<file path="src/rtl/cpu_status_reg.sv">
module cpu_status_reg #(
  parameter int CLK_MHZ = 12
) (
  input  logic       clk,
  input  logic       por_n,
  input  logic       wdt_rst,
  input  logic       halt_strb,
  input  logic       ei_strb,
  input  logic       di_strb,
  input  logic       reti_strb,
  input  logic       irq_seen,
  input  logic       irq_taken,
  input  logic       irq_wake,
  input  logic       dp,
  input  logic       dm,
  input  logic       bus_active,
  input  logic       wr_en,
  input  logic [7:0] wr_data,
  output logic [7:0] rd_data,
  output logic       run,
  output logic       suspend,
  output logic       wake
);

  localparam int THR = 12 * CLK_MHZ;
  localparam int CW  = $clog2(THR + 1);

  logic run_q, ie_q, susp_q, por_q, bus_q, wdt_q, irq_q, halted_q;
  logic [CW-1:0] se0_cnt;

  wire se0     = !dp && !dm;
  wire se0_hit = se0 && (se0_cnt == CW'(THR - 1));

  assign rd_data = {irq_q, wdt_q, bus_q, por_q, susp_q, ie_q, 1'b0, run_q};
  assign wake    = susp_q && (irq_wake || bus_active);
  assign suspend = susp_q;
  assign run     = run_q && !susp_q;

  always_ff @(posedge clk or negedge por_n) begin
    if (!por_n)
      se0_cnt <= '0;
    else if (wdt_rst || !se0)
      se0_cnt <= '0;
    else if (se0_cnt != CW'(THR))
      se0_cnt <= se0_cnt + 1'b1;
  end

  always_ff @(posedge clk or negedge por_n) begin
    if (!por_n) begin
      run_q <= 1'b1; ie_q <= 1'b0; susp_q <= 1'b0; por_q <= 1'b1;
      bus_q <= 1'b0; wdt_q <= 1'b0; irq_q <= 1'b0; halted_q <= 1'b0;
    end else if (wdt_rst) begin
      run_q <= 1'b1; ie_q <= 1'b0; susp_q <= 1'b0; wdt_q <= 1'b1;
      irq_q <= 1'b0; halted_q <= 1'b0;
    end else if (halt_strb) begin
      run_q <= 1'b0; ie_q <= 1'b0; susp_q <= 1'b0; por_q <= 1'b0;
      bus_q <= 1'b0; wdt_q <= 1'b0; irq_q <= 1'b0; halted_q <= 1'b1;
    end else begin
      if (wr_en && !halted_q) run_q <= wr_data[0];
      if (wr_en) begin
        por_q <= por_q && wr_data[4];
        wdt_q <= wdt_q && wr_data[6];
      end
      bus_q <= se0_hit || (bus_q && !(wr_en && !wr_data[5]));
      if (di_strb) ie_q <= 1'b0;
      else if (ei_strb || reti_strb) ie_q <= 1'b1;
      if (irq_seen) irq_q <= 1'b1;
      else if (irq_taken) irq_q <= 1'b0;
      if (wake) susp_q <= 1'b0;
      else if (wr_en) susp_q <= wr_data[3] && !bus_active;
    end
  end

  AST_HALT_CLEARS: assert property (@(posedge clk) disable iff (!por_n)
    (halt_strb && !wdt_rst) |=> (rd_data == 8'h00));

  AST_HALT_LOCKS_RUN: assert property (@(posedge clk) disable iff (!por_n)
    (halted_q && !wdt_rst) |=> !run_q);

  AST_WDT_SETS: assert property (@(posedge clk) disable iff (!por_n)
    wdt_rst |=> (rd_data[6] && rd_data[0] && !rd_data[3] && !rd_data[7]));

  AST_IE_WRITE_IGNORED: assert property (@(posedge clk) disable iff (!por_n)
    (!ei_strb && !di_strb && !reti_strb && !halt_strb && !wdt_rst) |=> $stable(ie_q));

  AST_NO_SE0_NO_FLAG: assert property (@(posedge clk) disable iff (!por_n)
    ((dp || dm) && !bus_q) |=> !bus_q);

  AST_SUSP_BLOCKED: assert property (@(posedge clk) disable iff (!por_n)
    (wr_en && bus_active && !susp_q && !halt_strb && !wdt_rst) |=> !susp_q);

  AST_WAKE_EXITS: assert property (@(posedge clk) disable iff (!por_n)
    (susp_q && wake) |=> !susp_q);

  AST_RUN_LOW_SUSP: assert property (@(posedge clk) disable iff (!por_n)
    susp_q |-> !run);

endmodule

</file>
<file path="config.mk">
export PLATFORM = sky130hd
export DESIGN_NAME = cpu_status_reg
export DESIGN_NICKNAME = d
export VERILOG_FILES = /design/src/rtl/cpu_status_reg.sv
export SDC_FILE = /design/constraint.sdc
export NUM_CORES = 1
export LEC_CHECK = 0
export ABC_AREA = 0
export BUFFER_PORTS_ARGS = -buffer_cell sky130_fd_sc_hd__buf_2
export CORE_MARGIN = 2
export CORE_UTILIZATION = 33
export DETAILED_ROUTE_END_ITERATION = 10
export PLACE_DENSITY = 0.58
export REMOVE_ABC_BUFFERS = 1
export SYNTH_ARGS = -nofsm -noshare
export SYNTH_HDL_FRONTEND = slang
export SYNTH_SLANG_ARGS = --single-unit
export TNS_END_PERCENT = 10
</file>
<file path="constraint.sdc">
create_clock -name clk -period 1.6 [get_ports clk]
set_input_delay 0.32 -clock clk [delete_from_list [all_inputs] [get_ports clk]]
set_output_delay 0.32 -clock clk [all_outputs]
set_load 0.03 [all_outputs]
</file>
==> reports/results.tsv, run 1 <==
stage	metric	value	unit
die	io pins	33	
sta	skew final	0.00253	ns
sta	post-layout min period	1.47	ns
clock_tree	PostCTS Resize Cnt	0	
layout	most common cell after layout, fill and taps aside	buf_2	
grt	Global Route Usage Sum	0.118	
grt	Congestion Overflow GR	0	
pwr	Tot Pwr	0.000788	W
sta	final hold slack	0.184	ns
critical_path	r2r setup slk	0.22	ns
routing	drt first pass iters	4	
critical_path	critical path peak fanout	3	
die	die area	0.00306	mm^2
layout	area grow syn2layout	19.3	%
clock_tree	CTS tree	yes	
logic_synthesis	synthesized netlist cell count	90	
layout	most frequent cells in the layout	buf_2 (28), dfrtp_1 (14), a21oi_1 (9)	
status	outcome	finished clean	
logic_synthesis	#FFs+latches synth	16	
critical_path	Worst R2R End	se0_cnt[0]$_DFFE_PN0P_	
pwr	Switch Pwr	0.000195	W
pwr	leakage power total	0.481	nW
pwr	Combinational Power Share	0.124	
logic_synthesis	Avg Synthesized Cell Area	9.65	um^2
critical_path	worst reg2reg path depth	5	
logic_synthesis	Synth area leaders	dfrtp_1 (40%), buf_4 (6.9%), dfstp_2 (6.1%), a21oi_1 (5.2%), inv_1 (3.0%)	
sta	Max Freq	680	MHz
critical_path	Cell Chain, Critical Path	nor2b_1 > buf_2	
critical_path	Worst Path Arrival	1.15	ns
routing	DR WL/cell	11.7	um
routing	via-per-instance ratio	4.90	
logic_synthesis	synth unique cells	32	
layout	nets	140	
layout	ratio of cells with drive above 1 in the final layout	0.322	
critical_path	worst path required time	1.28	ns
critical_path	endpoint type of the worst setup path	output pin	
grt	initial antenna violation count	0	
routing	vias	711	
routing	Detailed Route Iter0 Violations	7	
logic_synthesis	synthesized area	868	um^2
pwr	Sw Ratio	0.248	
die	Vert. Die Dim	55.3	um
sta	Slew Limit Fails	0	
layout	post-layout util	0.418	
grt	vias in the first global route	679	
die	Placeable Area	0.00248	mm^2
clock_tree	CTS max path bufs	2	
logic_synthesis	Seq/Total Area, Yosys	0.464	
logic_synthesis	top cell type's share of synthesized area	0.403	
placed_design	gp weighted congestion	0.691	
clock_tree	clock slew at reported path FFs	0.10	ns
die	Initial Utilization	0.351	
logic_synthesis	cell accounting for the most synthesized area	dfrtp_1	
clock_tree	CTS buffer count	3	
clock_tree	worst-skew pair later-pin latency	0.28	ns
critical_path	CP Class	reg2out	
clock_tree	CTS H-tree depth	1	
routing	WL final	1690	um
job	Max Cap Viol	0	
die	Core Rows	18	
grt	largest net degree at the start of global routing	17	
critical_path	CP endpoint	run	
pwr	VDD IR max	0.511	mV
sta	RSZ-0062 raised after global routing	no	
routing	DRC	0	
pwr	clock share of power	0.341	
placed_design	PortBufs	28	
pwr	pwr/cell area	761	mW/mm^2
clock_tree	CTS sink cnt	16	
die	Die X	55.3	um
clock_tree	number of setup buffers added after CTS	0	
pwr	Seq pwr share	0.535	
pwr	Pint	0.000593	W
clock_tree	clock root cell	clkbuf_4	
placed_design	Final HPWL DP	1310	um
sta	Final TNS setup	0	ns
sta	period utilization	0.919	
min_path	Min-Delay Path Class	in2reg	
grt	global-route wire length before repair	2930	um
sta	# setup viols final	0	
layout	ANT cells	0	
critical_path	CP startpoint kind	register	
logic_synthesis	synth warn	0	
critical_path	CP Launch Point	run_q$_DFFE_PN1P_	
critical_path	R2R Path Start	se0_cnt[0]$_DFFE_PN0P_	
critical_path	CP peak stage delay	0.55	ns
critical_path	slowest CP cell	dfstp_2	
sta	endpoints failing hold	0	
routing	Routed Antenna Nets	0	
power groups by stage:
stage | combinational [W] | clock [W] | sequential (W)
6_report | 0.0000979 | 0.000269 | 0.000422
5_1_grt | 0.000109 | 0.000303 | 0.000423
4_1_cts | 0.0000997 | 0.000286 | 0.000422
3_5_place_dp | 0.0000978 | 0 | 0.000429
3_3_place_gp | 0.0000964 | 0 | 0.000429
2_1_floorplan | 0.0000359 | 0 | 0.000442
worst max-delay path, delay by kind of cell (launching register included):
| family | cells | cell delay, ns |
|---|---|---|
| flops | 1 | 0.55 |
| buf+inv | 1 | 0.20 |
| simple gates | 1 | 0.12 |
routing by layer:
layer | up-vias | wire, um | global-route usage
met1 | 329 | 755 | 0.150
li1 | 358 | - | -
met2 | 24 | 813 | 0.192
met4 | 0 | 0 | 0.0418
met3 | 0 | 126 | 0.0304
met5 | - | 0 | 0
cells in the mapped netlist (all sizes together):
cell and number:
a2111oi 1, a21oi 9, a31o 1, buf 8
clkbuf 1, conb 1, dfrtp 14, dfstp 2
ha 2, inv 7, mux2i 2, nand2 1
nand2b 3, nand3 4, nand4 1, nand4bb 1
nor2 5, nor2b 3, nor3 4, nor3b 1
nor4bb 1, o21a 2, o21ai 5, o21bai 1
o32ai 1, or2 1, or3 4, or3b 1
or4 1, xnor2 1, xor2 1
layout make-up:
type	instances	area [um^2]
multi-input cells	58	375
flip-flops and latches	16	403
inverters	7	26.3
clock buffers	4	36.3
well taps	30	37.5
fillers	271	1440
repair buffers	30	158
flip-flops by register name (all words and copies together) (netlist names):
signal    flops
bus_q         1
halted_q      1
ie_q          1
irq_q         1
por_q         1
run_q         1
se0_cnt       8
suspend       1
wdt_q         1
metrics by stage:
step	instances	instance area, um^2	setup WS (ns)
after detailed placement	140	990	0.130
after global placement	140	990	0.140
after floorplan	81	805	0.134
final	145	1040	0.129
after global routing	145	1040	0.0701
after CTS	145	1040	0.109
worst min-delay path by stage:
| stage | startpoint | end | slack (ns) | cells past startpoint |
|---|---|---|---|---|
| 2_1_floorplan | por_n | bus_q$_DFFE_PN0N_ | 0.02 | 0 |
| 3_3_place_gp | por_n | se0_cnt[7]$_DFFE_PN0P_ | 0.26 | 1 |
| 3_5_place_dp | por_n | se0_cnt[1]$_DFFE_PN0P_ | 0.27 | 1 |
| 4_1_cts | di_strb | ie_q$_DFFE_PN0P_ | 0.18 | 2 |
| 5_1_grt | di_strb | ie_q$_DFFE_PN0P_ | 0.17 | 2 |
| 6_report | di_strb | ie_q$_DFFE_PN0P_ | 0.18 | 2 |
timing repair:
action | in CTS | in global routing
hold buffers | 1 | 0
hold endpoints to repair | 14 | 0
endpoints found under the setup margin | 0 | 0
kinds of logic after synthesis:
| logic type | Yosys count | synth area share |
|---|---|---|
| mux | 2 | 0.0231 |
| other cells | 1 | 0.00432 |
| xor+xnor | 2 | 0.0202 |
| flops | 16 | 0.464 |
| simple gates | 31 | 0.210 |
| fa+ha+maj | 2 | 0.0288 |
| compound gates | 20 | 0.146 |
| buf+inv | 16 | 0.104 |
(Power assumes the default switching activity.)
==> run 2: changes to the inputs <==
- CORE_ASPECT_RATIO: not set -> 1.75
==> reports/results.tsv, run 2 (synthesized netlist as in run 1, its figures left out) <==
stage	metric	value	unit
status	outcome	finished clean	
sta	RSZ-0062 raised after global routing	no	
routing	WL final	1800	um
routing	Detailed Route Iter0 Violations	9	
sta	post-layout min period	1.41	ns
placed_design	gp weighted congestion	0.687	
die	Vert. Die Dim	71.9	um
clock_tree	CTS tree	yes	
placed_design	Placed Cells	137	
clock_tree	number of setup buffers added after CTS	0	
pwr	Tot Pwr	0.000871	W
pwr	VDD IR max	0.439	mV
layout	ratio of cells with drive above 1 in the final layout	0.336	
critical_path	CP startpoint kind	register	
routing	DR WL/cell	12.7	um
grt	vias in the first global route	734	
clock_tree	CTS sink cnt	16	
routing	vias	726	
routing	drt first pass iters	2	
grt	Global Route Usage Sum	0.138	
layout	post-route cell area	0.00106	mm^2
grt	Congestion Overflow GR	0	
sta	Slew Limit Fails	0	
critical_path	Buffers & Inverters on Critical Path	1	
min_path	Min-Delay Path Class	in2reg	
critical_path	Cell Chain, Critical Path	nor2b_1 > buf_2	
die	Initial Utilization	0.348	
die	io pins	33	
sta	period utilization	0.883	
grt	global-route wire length before repair	3280	um
sta	Final TNS setup	0	ns
grt	initial antenna violation count	0	
placed_design	PortBufs	28	
routing	via-per-instance ratio	5.11	
placed_design	Final HPWL DP	1490	um
critical_path	slowest CP cell	dfstp_2	
die	Placeable Area	0.00249	mm^2
routing	Routed Antenna Nets	0	
critical_path	endpoint type of the worst setup path	output pin	
critical_path	Worst Path Arrival	1.09	ns
die	Die X	42.8	um
critical_path	critical path peak fanout	3	
sta	Max Freq	708	MHz
routing	DRC	0	
grt	largest net degree at the start of global routing	17	
critical_path	critical path's top delay family	flip-flops	
critical_path	CP Class	reg2out	
clock_tree	CTS H-tree depth	1	
die	Core Rows	24	
layout	largest register by flop count	se0_cnt	
pwr	pwr/cell area	819	mW/mm^2
placed_design	dpl cell area	992	um^2
clock_tree	CTS buffer count	3	
critical_path	CP peak stage delay	0.54	ns
layout	most common cell after layout, fill and taps aside	buf_2	
job	Max Cap Viol	0	
sta	endpoints failing hold	0	
clock_tree	clock root cell	clkbuf_8	
layout	most frequent cells in the layout	buf_2 (28), dfrtp_1 (14), a21oi_1 (9)	
clock_tree	clock slew at reported path FFs	0.06	ns
clock_tree	CTS max path bufs	2	
layout	ANT cells	0	
sta	# setup viols final	0	
layout	area grow syn2layout	22.5	%
clock_tree	worst-skew pair later-pin latency	0.24	ns
layout	nets	141	
layout	Non-Filler Instances	142	
sta	skew final	0.00184	ns
critical_path	worst path required time	1.28	ns
layout	max FFs per register	8	
die	die area	0.00307	mm^2
pwr	leakage power total	0.494	nW
==> run 2: final timing paths <==
check                      cells past startpoint  slack (ns)              startpoint                     end
min reg2reg                                    1        0.45       por_q$_DFFE_PN1P_       por_q$_DFFE_PN1P_
max reg2reg                                    5        0.22  se0_cnt[0]$_DFFE_PN0P_  se0_cnt[0]$_DFFE_PN0P_
min                                            2        0.23                 di_strb        ie_q$_DFFE_PN0P_
max                                            2        0.19       run_q$_DFFE_PN1P_                     run
min in group asynchronous                      2        0.52                   por_n    halted_q$_DFFE_PN0P_
max in group asynchronous                      2        0.78                   por_n       run_q$_DFFE_PN1P_
==> run 2: final cells by class <==
type,instances,area [um^2]
fill,256,1430
timing repair buffer,31,165
multi-input combinational,58,382
clock buffer,4,55.1
sequential,16,403
inverter,7,26.3
tap,26,32.5
==> run 2: per-layer routing <==
layer  global-route usage  wire length [um]  up-vias  part of all wire
met3               0.0151                77        2             0.043
li1                     -                 -      359                 -
met2                0.258              1050       25              0.58
met5                    0                 0        -                 0
met4               0.0521                19        0             0.011
met1                0.154               653      340              0.36
==> run 2: what timing repair did <==
item | in CTS | in global routing
endpoints found under the setup margin | 0 | 1
endpoints found under the hold margin | 14 | 0
gates resized for setup | 0 | 1
hold buffers | 1 | 0
==> run 2: worst register-to-register path, delay by kind of cell, from the launching register on <==
kind            cells  cell delay [ns]
flops               1             0.43
simple gates        2             0.47
buf+inv             1             0.10
fa+ha+maj           1             0.18
compound gates      1             0.12
==> run 2: where the power goes <==
part	switching [W]	leakage, nW	internal, W
Clock	0.000130	0.0288	0.000218
Sequential	0.00000729	0.210	0.000416
Combinational	0.0000596	0.255	0.0000413
Total	0.000197	0.494	0.000675
==> run 2: per-stage QoR <==
step / hold slack (ns) / setup slack, ns / util
global route: 0.230 / 0.0365 / 0.427
detailed placement: 0.260 / 0.132 / 0.398
finish: 0.232 / 0.188 / 0.427
global placement: 0.252 / 0.167 / 0.398
CTS: 0.228 / 0.147 / 0.424
floorplan: 0.0244 / 0.134 / -
